[src/rtl/lfr_pkg.sv]
package lfr_pkg;

    localparam int SYM_W = 8;

    localparam logic [SYM_W-1:0] K_IDLE = 8'hBC;
    localparam logic [SYM_W-1:0] K_SOF  = 8'h5C;
    localparam logic [SYM_W-1:0] K_EOF  = 8'hFD;
    localparam logic [SYM_W-1:0] K_PAD  = 8'h9C;
    localparam logic [SYM_W-1:0] K_CC   = 8'hF7;

    typedef enum logic [1:0] {
        SYM_DATA,
        SYM_SOF,
        SYM_EOF,
        SYM_DROP
    } sym_kind_e;

    // Classify one lane symbol; every control code other than the two
    // delimiters is simply dropped.
    function automatic sym_kind_e sym_class(input logic [SYM_W-1:0] b, input logic k);
        if (!k) return SYM_DATA;
        case (b)
            K_SOF:                return SYM_SOF;
            K_EOF:                return SYM_EOF;
            K_IDLE, K_PAD, K_CC:  return SYM_DROP;
            default:              return SYM_DROP;
        endcase
    endfunction

endpackage

[src/rtl/lfr_lane_filter.sv]
module lfr_lane_filter
    import lfr_pkg::*;
#(
    parameter int LANES = 4
) (
    input  logic                   clk,
    input  logic                   rst,
    input  logic [LANES*SYM_W-1:0] lane_data,
    input  logic [LANES-1:0]       lane_ctl,
    output logic [LANES-1:0]       dmask,
    output logic                   frame_end
);

    logic      in_frame;
    logic      opened;
    logic      alive;
    sym_kind_e kind;

    always_comb begin
        opened    = in_frame | (sym_class(lane_data[SYM_W-1:0], lane_ctl[0]) == SYM_SOF);
        alive     = opened;
        frame_end = 1'b0;
        dmask     = '0;
        kind      = SYM_DROP;
        for (int i = 0; i < LANES; i++) begin
            kind = sym_class(lane_data[i*SYM_W +: SYM_W], lane_ctl[i]);
            if (alive && kind == SYM_DATA) dmask[i] = 1'b1;
            if (alive && kind == SYM_EOF) begin
                frame_end = 1'b1;
                alive     = 1'b0;
            end
        end
    end

    always_ff @(posedge clk) begin
        if (rst) in_frame <= 1'b0;
        else     in_frame <= opened & ~frame_end;
    end

endmodule

[src/rtl/lfr_packer.sv]
module lfr_packer
    import lfr_pkg::*;
#(
    parameter int LANES = 4
) (
    input  logic                   clk,
    input  logic                   rst,
    input  logic [LANES*SYM_W-1:0] lane_data,
    input  logic [LANES-1:0]       dmask,
    input  logic                   frame_end,
    output logic                   w0_vld,
    output logic                   w0_last,
    output logic [LANES*SYM_W-1:0] w0_data,
    output logic                   w1_vld,
    output logic [LANES*SYM_W-1:0] w1_data,
    output logic [LANES-1:0]       w1_keep,
    output logic                   mark_tail
);

    localparam int IW = $clog2(2*LANES);
    localparam int CW = IW + 1;

    logic [LANES-1:0][SYM_W-1:0]   acc;
    logic [CW-1:0]                 pcnt;
    logic [2*LANES-1:0][SYM_W-1:0] cat;
    logic [LANES-1:0][SYM_W-1:0]   rem_bytes;
    logic [LANES-1:0][SYM_W-1:0]   tail_bytes;
    logic [CW-1:0]                 pos;
    logic [CW-1:0]                 rem;
    logic                          full;

    // Append this cycle's in-frame bytes behind the carried partial word.
    always_comb begin
        cat = '0;
        for (int j = 0; j < LANES; j++) cat[j] = acc[j];
        pos = pcnt;
        for (int i = 0; i < LANES; i++) begin
            if (dmask[i]) begin
                cat[pos[IW-1:0]] = lane_data[i*SYM_W +: SYM_W];
                pos = pos + CW'(1);
            end
        end
        full      = (pos >= CW'(LANES));
        rem       = full ? pos - CW'(LANES) : pos;
        rem_bytes = full ? cat[2*LANES-1:LANES] : cat[LANES-1:0];
        for (int j = 0; j < LANES; j++) begin
            w1_keep[j]    = (CW'(j) < rem);
            tail_bytes[j] = w1_keep[j] ? rem_bytes[j] : '0;
        end
    end

    assign w0_vld    = full;
    assign w0_data   = cat[LANES-1:0];
    assign w0_last   = frame_end && full && (rem == '0);
    assign w1_vld    = frame_end && (rem != '0);
    assign w1_data   = tail_bytes;
    assign mark_tail = frame_end && !full && (rem == '0);

    always_ff @(posedge clk) begin
        if (rst || frame_end) begin
            pcnt <= '0;
            acc  <= '0;
        end else begin
            pcnt <= rem;
            acc  <= rem_bytes;
        end
    end

endmodule

[src/rtl/lfr_word_queue.sv]
module lfr_word_queue
    import lfr_pkg::*;
#(
    parameter int LANES = 4,
    parameter int DEPTH = 4
) (
    input  logic                   clk,
    input  logic                   rst,
    input  logic                   push0,
    input  logic                   last0,
    input  logic [LANES*SYM_W-1:0] d0,
    input  logic                   push1,
    input  logic [LANES*SYM_W-1:0] d1,
    input  logic [LANES-1:0]       k1,
    input  logic                   mark_tail,
    output logic [LANES*SYM_W-1:0] m_tdata,
    output logic                   m_tvalid,
    output logic                   m_tlast,
    output logic [LANES-1:0]       m_tkeep,
    output logic [$clog2(DEPTH):0] fill
);

    localparam int PW = $clog2(DEPTH);

    typedef struct packed {
        logic [LANES*SYM_W-1:0] data;
        logic [LANES-1:0]       keep;
        logic                   last;
    } beat_t;

    beat_t         mem [DEPTH];
    logic [PW-1:0] rd;
    logic [PW-1:0] wr;
    logic [PW-1:0] wr2;
    logic [PW-1:0] tail;
    logic [PW:0]   cnt;
    logic          pop;

    // The newest word waits until a successor or the end code decides its tlast.
    always_comb begin
        pop  = (cnt > (PW+1)'(1)) || ((cnt != '0) && mem[rd].last);
        wr   = rd + cnt[PW-1:0];
        wr2  = wr + PW'(push0);
        tail = wr - PW'(1);
    end

    always_ff @(posedge clk) begin
        if (rst) begin
            rd  <= '0;
            cnt <= '0;
            for (int k = 0; k < DEPTH; k++) mem[k] <= '0;
        end else begin
            if (mark_tail && cnt != '0) mem[tail].last <= 1'b1;
            if (push0) mem[wr]  <= {d0, {LANES{1'b1}}, last0};
            if (push1) mem[wr2] <= {d1, k1, 1'b1};
            rd  <= rd + PW'(pop);
            cnt <= cnt + (PW+1)'(push0) + (PW+1)'(push1) - (PW+1)'(pop);
        end
    end

    assign m_tvalid = pop;
    assign m_tdata  = mem[rd].data;
    assign m_tkeep  = mem[rd].keep;
    assign m_tlast  = mem[rd].last;
    assign fill     = cnt;

endmodule

[src/rtl/lane_frame_rx.sv]
module lane_frame_rx
    import lfr_pkg::*;
#(
    parameter int LANES  = 4,
    parameter int QDEPTH = 4
) (
    input  logic                   clk,
    input  logic                   rst,
    input  logic [LANES*SYM_W-1:0] lane_data,
    input  logic [LANES-1:0]       lane_ctl,
    output logic [LANES*SYM_W-1:0] m_tdata,
    output logic                   m_tvalid,
    output logic                   m_tlast,
    output logic [LANES-1:0]       m_tkeep
);

    logic [LANES-1:0]        dmask;
    logic                    frame_end;
    logic                    w0_vld;
    logic                    w0_last;
    logic [LANES*SYM_W-1:0]  w0_data;
    logic                    w1_vld;
    logic [LANES*SYM_W-1:0]  w1_data;
    logic [LANES-1:0]        w1_keep;
    logic                    mark_tail;
    logic [$clog2(QDEPTH):0] q_fill;

    lfr_lane_filter #(.LANES(LANES)) u_filter (
        .clk       (clk),
        .rst       (rst),
        .lane_data (lane_data),
        .lane_ctl  (lane_ctl),
        .dmask     (dmask),
        .frame_end (frame_end)
    );

    lfr_packer #(.LANES(LANES)) u_packer (
        .clk       (clk),
        .rst       (rst),
        .lane_data (lane_data),
        .dmask     (dmask),
        .frame_end (frame_end),
        .w0_vld    (w0_vld),
        .w0_last   (w0_last),
        .w0_data   (w0_data),
        .w1_vld    (w1_vld),
        .w1_data   (w1_data),
        .w1_keep   (w1_keep),
        .mark_tail (mark_tail)
    );

    lfr_word_queue #(.LANES(LANES), .DEPTH(QDEPTH)) u_queue (
        .clk       (clk),
        .rst       (rst),
        .push0     (w0_vld),
        .last0     (w0_last),
        .d0        (w0_data),
        .push1     (w1_vld),
        .d1        (w1_data),
        .k1        (w1_keep),
        .mark_tail (mark_tail),
        .m_tdata   (m_tdata),
        .m_tvalid  (m_tvalid),
        .m_tlast   (m_tlast),
        .m_tkeep   (m_tkeep),
        .fill      (q_fill)
    );

endmodule

[config.mk]
export PLATFORM = sky130hd
export DESIGN_NAME = lane_frame_rx
export DESIGN_NICKNAME = d
export VERILOG_FILES = /design/src/rtl/lfr_pkg.sv /design/src/rtl/lfr_lane_filter.sv /design/src/rtl/lfr_packer.sv /design/src/rtl/lfr_word_queue.sv /design/src/rtl/lane_frame_rx.sv
export SDC_FILE = /design/constraint.sdc
export NUM_CORES = 1
export LEC_CHECK = 0
export BUFFER_PORTS_ARGS = -buffer_cell sky130_fd_sc_hd__buf_4
export CAP_MARGIN = 20
export CORE_MARGIN = 8
export CORE_UTILIZATION = 55
export DETAILED_ROUTE_END_ITERATION = 7
export PLACE_DENSITY = 0.8
export SLEW_MARGIN = 20
export SYNTH_ARGS = -nofsm -noshare
export SYNTH_HDL_FRONTEND = slang
export SYNTH_HIERARCHICAL = 1
export SYNTH_SLANG_ARGS = --single-unit
[constraint.sdc]
create_clock -name clk -period 14.1 [get_ports clk]
set_input_delay 0 -clock clk [delete_from_list [all_inputs] [get_ports clk]]
set_output_delay 0 -clock clk [all_outputs]
set_load 0.03 [all_outputs]
==> impl_metrics.py <==
metrics = {
    "run_status": {
        "status": "complete, no violations",
    },
    "yosys": {
        "syn_area_um2": 13200,
        "ys_seq_area_share_pct": 39.8,
        "synth_edf_count": 144,
        "async_reset_ff_share_pct": 0,
        "ys_warn_count": 6,
        "yosysUniqueCellTypes": 80,
        "ys_seq_elements": 190,
        "yosys-top-cells-area": "edfxtp_1 (33%), mux2_2 (13%), dfxtp_1 (7.0%)",
        "ys.flop_type": "edfxtp_1",
        "yosysTopAreaCell": "edfxtp_1",
        "syn_nets": 1335,
        "avgSynthCellArea_um2": 10.3,
        "synthCells": 1281,
        "yosysTopAreaCellShare_pct": 32.8,
    },
    "cts": {
        "cts.sinks": 190,
        "insertion_delay_ps": 450,
        "cts_tree": "yes",
        "cts_buffer_depth": 2,
        "htreeDepth": 4,
        "cts_root_buf": "clkbuf_16",
        "cts_made_buffers": 17,
        "clk_pin_slew_worst_paths_ps": 80,
    },
    "finish": {
        "area_delta_synth_final_pct": 10.2,
        "n_antenna_cell": 0,
        "final_common_cell": "mux2_2",
        "fillCellCount": 1881,
        "layout-drive-gt1-share_pct": 27.5,
        "fin_nets": 1354,
        "layout_common_cells": "mux2_2 (147), edfxtp_1 (144), nand2_1 (125)",
    },
    "placed_design": {
        "hpwl_mm": 28.5,
        "gp_congestion": 0.945,
        "port_buffers": 75,
    },
    "sta": {
        "finalSetupViolations": 0,
        "tns_ps": 0,
        "finalHoldViolations": 0,
        "rsz0062_at_grt": "false",
        "period_needed_ps": 7720,
        "skew_ps": 9.74,
        "fin_crit_sh_pct": 54.8,
        "maxSlewViolCount": 0,
        "fmax_mhz": 129,
        "timing.slew.headroom_pct": 24.2,
        "tightest_slew_ps": 1130,
    },
    "setup_path": {
        "arrival_ps": 7790,
        "critPathMaxStageDelay_ps": 920,
        "r2r_end": "u_queue/mem[0][25]",
        "start_kind": "register",
        "cp_top_family": "simple AND/OR/NAND/NOR gates",
        "path_class": "register to register",
        "r2r_start": "u_packer/pcnt[0]",
        "cp_num_buf_inv": 5,
        "path_depth": 22,
        "cp_cell_sequence": "ha_1, mux2i_4, inv_2, ha_1, nand2b_1, o21ai_4, inv_2, ha_1, nand2_1, o21ai_0, ha_1, nand2_1, xor2_1, xnor2_2, buf_4, nand2_2, ha_1, xor2_4, buf_4, and2_1, buf_4, nand2b_2",
        "r2r_cells": 22,
        "end_kind": "register",
        "reg2reg_slack_ps": 6380,
        "worstPathRequired_ps": 14160,
        "cp_common_cell": "ha_1",
        "cpMaxStageDelayCell": "nand2b_2",
        "cp_max_fo": 99,
        "crit_end": "u_queue/mem[0][25]",
        "critPathLaunch": "u_packer/pcnt[0]",
    },
    "grt": {
        "grt-ovfl-total": 0,
        "grt_pass1_vias": 10985,
        "grt_max_degree": 100,
        "grt_pass1_wl_mm": 66.6,
        "track_usage_pct": 30.2,
        "antenna_found_initial": 0,
    },
    "route": {
        "vias_per_cell": 7.09,
        "drt-total-wl_mm": 44.3,
        "drtIter0Drc": 1902,
        "wl_per_cell_um": 27.2,
        "drt_pass1_iterations": 8,
        "num_vias": 11576,
        "drc": 0,
        "ant_nets": 0,
    },
    "power": {
        "power_density_nw_per_um2": 110,
        "leakagePower_nw": 5.37,
        "p_total_mw": 1.59,
        "vdd_drop_max_v": 0.000176,
    },
    "job": {
        "cap_violations": 0,
    },
    "die": {
        "fp-row-count": 56,
        "core_area_um2": 23500,
        "initial_utilization_pct": 56.1,
        "die_h_um": 171,
        "die_area_um2": 29200,
        "die_x_um": 171,
        "io_pins": 76,
    },
    "worst_hold_path": {
        "hold_path_class": "input pin to register",
        "min_path_cells": 3,
    },
}
==> repair_timing <==
item	4_1_cts	5_1_grt
buffers inserted	0	0
hold buffers	1	0
gates resized for setup	0	0
endpoints found under the hold margin	7	0
==> power by group <==
group	internal, mW	leakage [nW]	total [mW]	switching, mW
Sequential	0.619	1.86	0.629	0.00963
Clock	0.242	0.274	0.481	0.239
Combinational	0.170	3.23	0.480	0.310
==> registers in the layout, summed over array words and instances (netlist names) <==
signal / flops
u_filter/in_frame: 1
u_queue/mem: 148
u_queue/rd: 2
u_packer/pcnt: 4
u_queue/fill: 3
u_packer/acc: 32
==> through the flow <==
step                      cell area [um2]  cells  hold slack (ps)  utilization, %  setup WS (ps)
after floorplan                     13200   1281             75.8               -           5750
after global placement              13900   1598              334            59.3           6750
after detailed placement            13900   1598              345            59.3           6500
after CTS                           14500   1631             65.1            61.7           6550
after global routing                14500   1632             86.6            61.8           5950
final                               14500   1632             74.2            61.8           6380
==> worst register-to-register path: cells and delay by family, from the launching register on <==
family	cells	cell delay (ps)
muxes	1	210
DFF	1	780
buffers and inverters	5	1780
xor gates and xnor gates	3	750
and+or+nand+nor	6	1790
adders and majority gates	5	1640
AOI/OAI and AO/OA	2	360
==> Yosys cell counts, drive strengths merged (2+ instances only) <==
| cell type | n |
|---|---|
| xnor2 | 9 |
| nor3b | 6 |
| nand3 | 71 |
| nand4 | 5 |
| a21oi | 18 |
| nor2b | 8 |
| clkbuf | 60 |
| xor2 | 5 |
| nand3b | 6 |
| nor4bb | 2 |
| ha | 14 |
| nor3 | 108 |
| fa | 2 |
| a32o | 8 |
| and2 | 8 |
| nor2 | 46 |
| nand2 | 127 |
| o211ai | 32 |
| mux2i | 33 |
| and4 | 3 |
| nor4b | 4 |
| or3 | 4 |
| a32oi | 8 |
| inv | 49 |
| or2 | 2 |
| buf | 38 |
| and3b | 3 |
| o21ai | 118 |
| a21o | 8 |
| xnor3 | 3 |
| nor4 | 4 |
| edfxtp | 144 |
| o311ai | 2 |
| a221oi | 24 |
| mux4 | 37 |
| a2bb2oi | 8 |
| nand2b | 4 |
| nand4b | 4 |
| and4b | 2 |
| mux2 | 153 |
| a211oi | 26 |
| dfxtp | 46 |
| a21boi | 4 |
==> logic make-up after synthesis <==
group                    Yosys count  share of synthesized area (%)
buffers and inverters            147                           4.82
AND/OR/NAND/NOR                  420                           16.2
XOR/XNOR                          18                           1.90
flip-flops                       190                           39.8
AO/OA/AOI/OAI                    267                           13.6
adder cells (fa/ha/maj)           16                           1.63
multiplexers                     223                           22.0
==> per-layer routing <==
metal	GRT usage (%)	vias up	share of wire, %
met5	0	-	0
met3	6.22	176	11
met4	14.7	0	5.3
li1	-	4937	-
met1	38.6	5564	37
met2	48.3	899	47
==> how the worst min path moves through the flow <==
stage                   from               end
6_report       lane_data[30]   u_packer/acc[6]
5_1_grt        lane_data[30]   u_packer/acc[6]
4_1_cts        lane_data[25]  u_packer/acc[17]
3_5_place_dp             rst   u_queue/fill[2]
3_3_place_gp             rst     u_queue/rd[1]
2_1_floorplan            rst  u_packer/pcnt[0]
==> layout make-up <==
cell class                 count  area (um2)  area share [%]
inverter                      49         186            1.29
sequential                   190        5250            36.2
timing repair buffer          98         738            5.09
clock inverter                13         114           0.785
tap                          319         399            2.75
clock buffer                  19         453            3.12
multi-input combinational    944        7370            50.8
No activity file was read; power rests on OpenSTA's default activity.
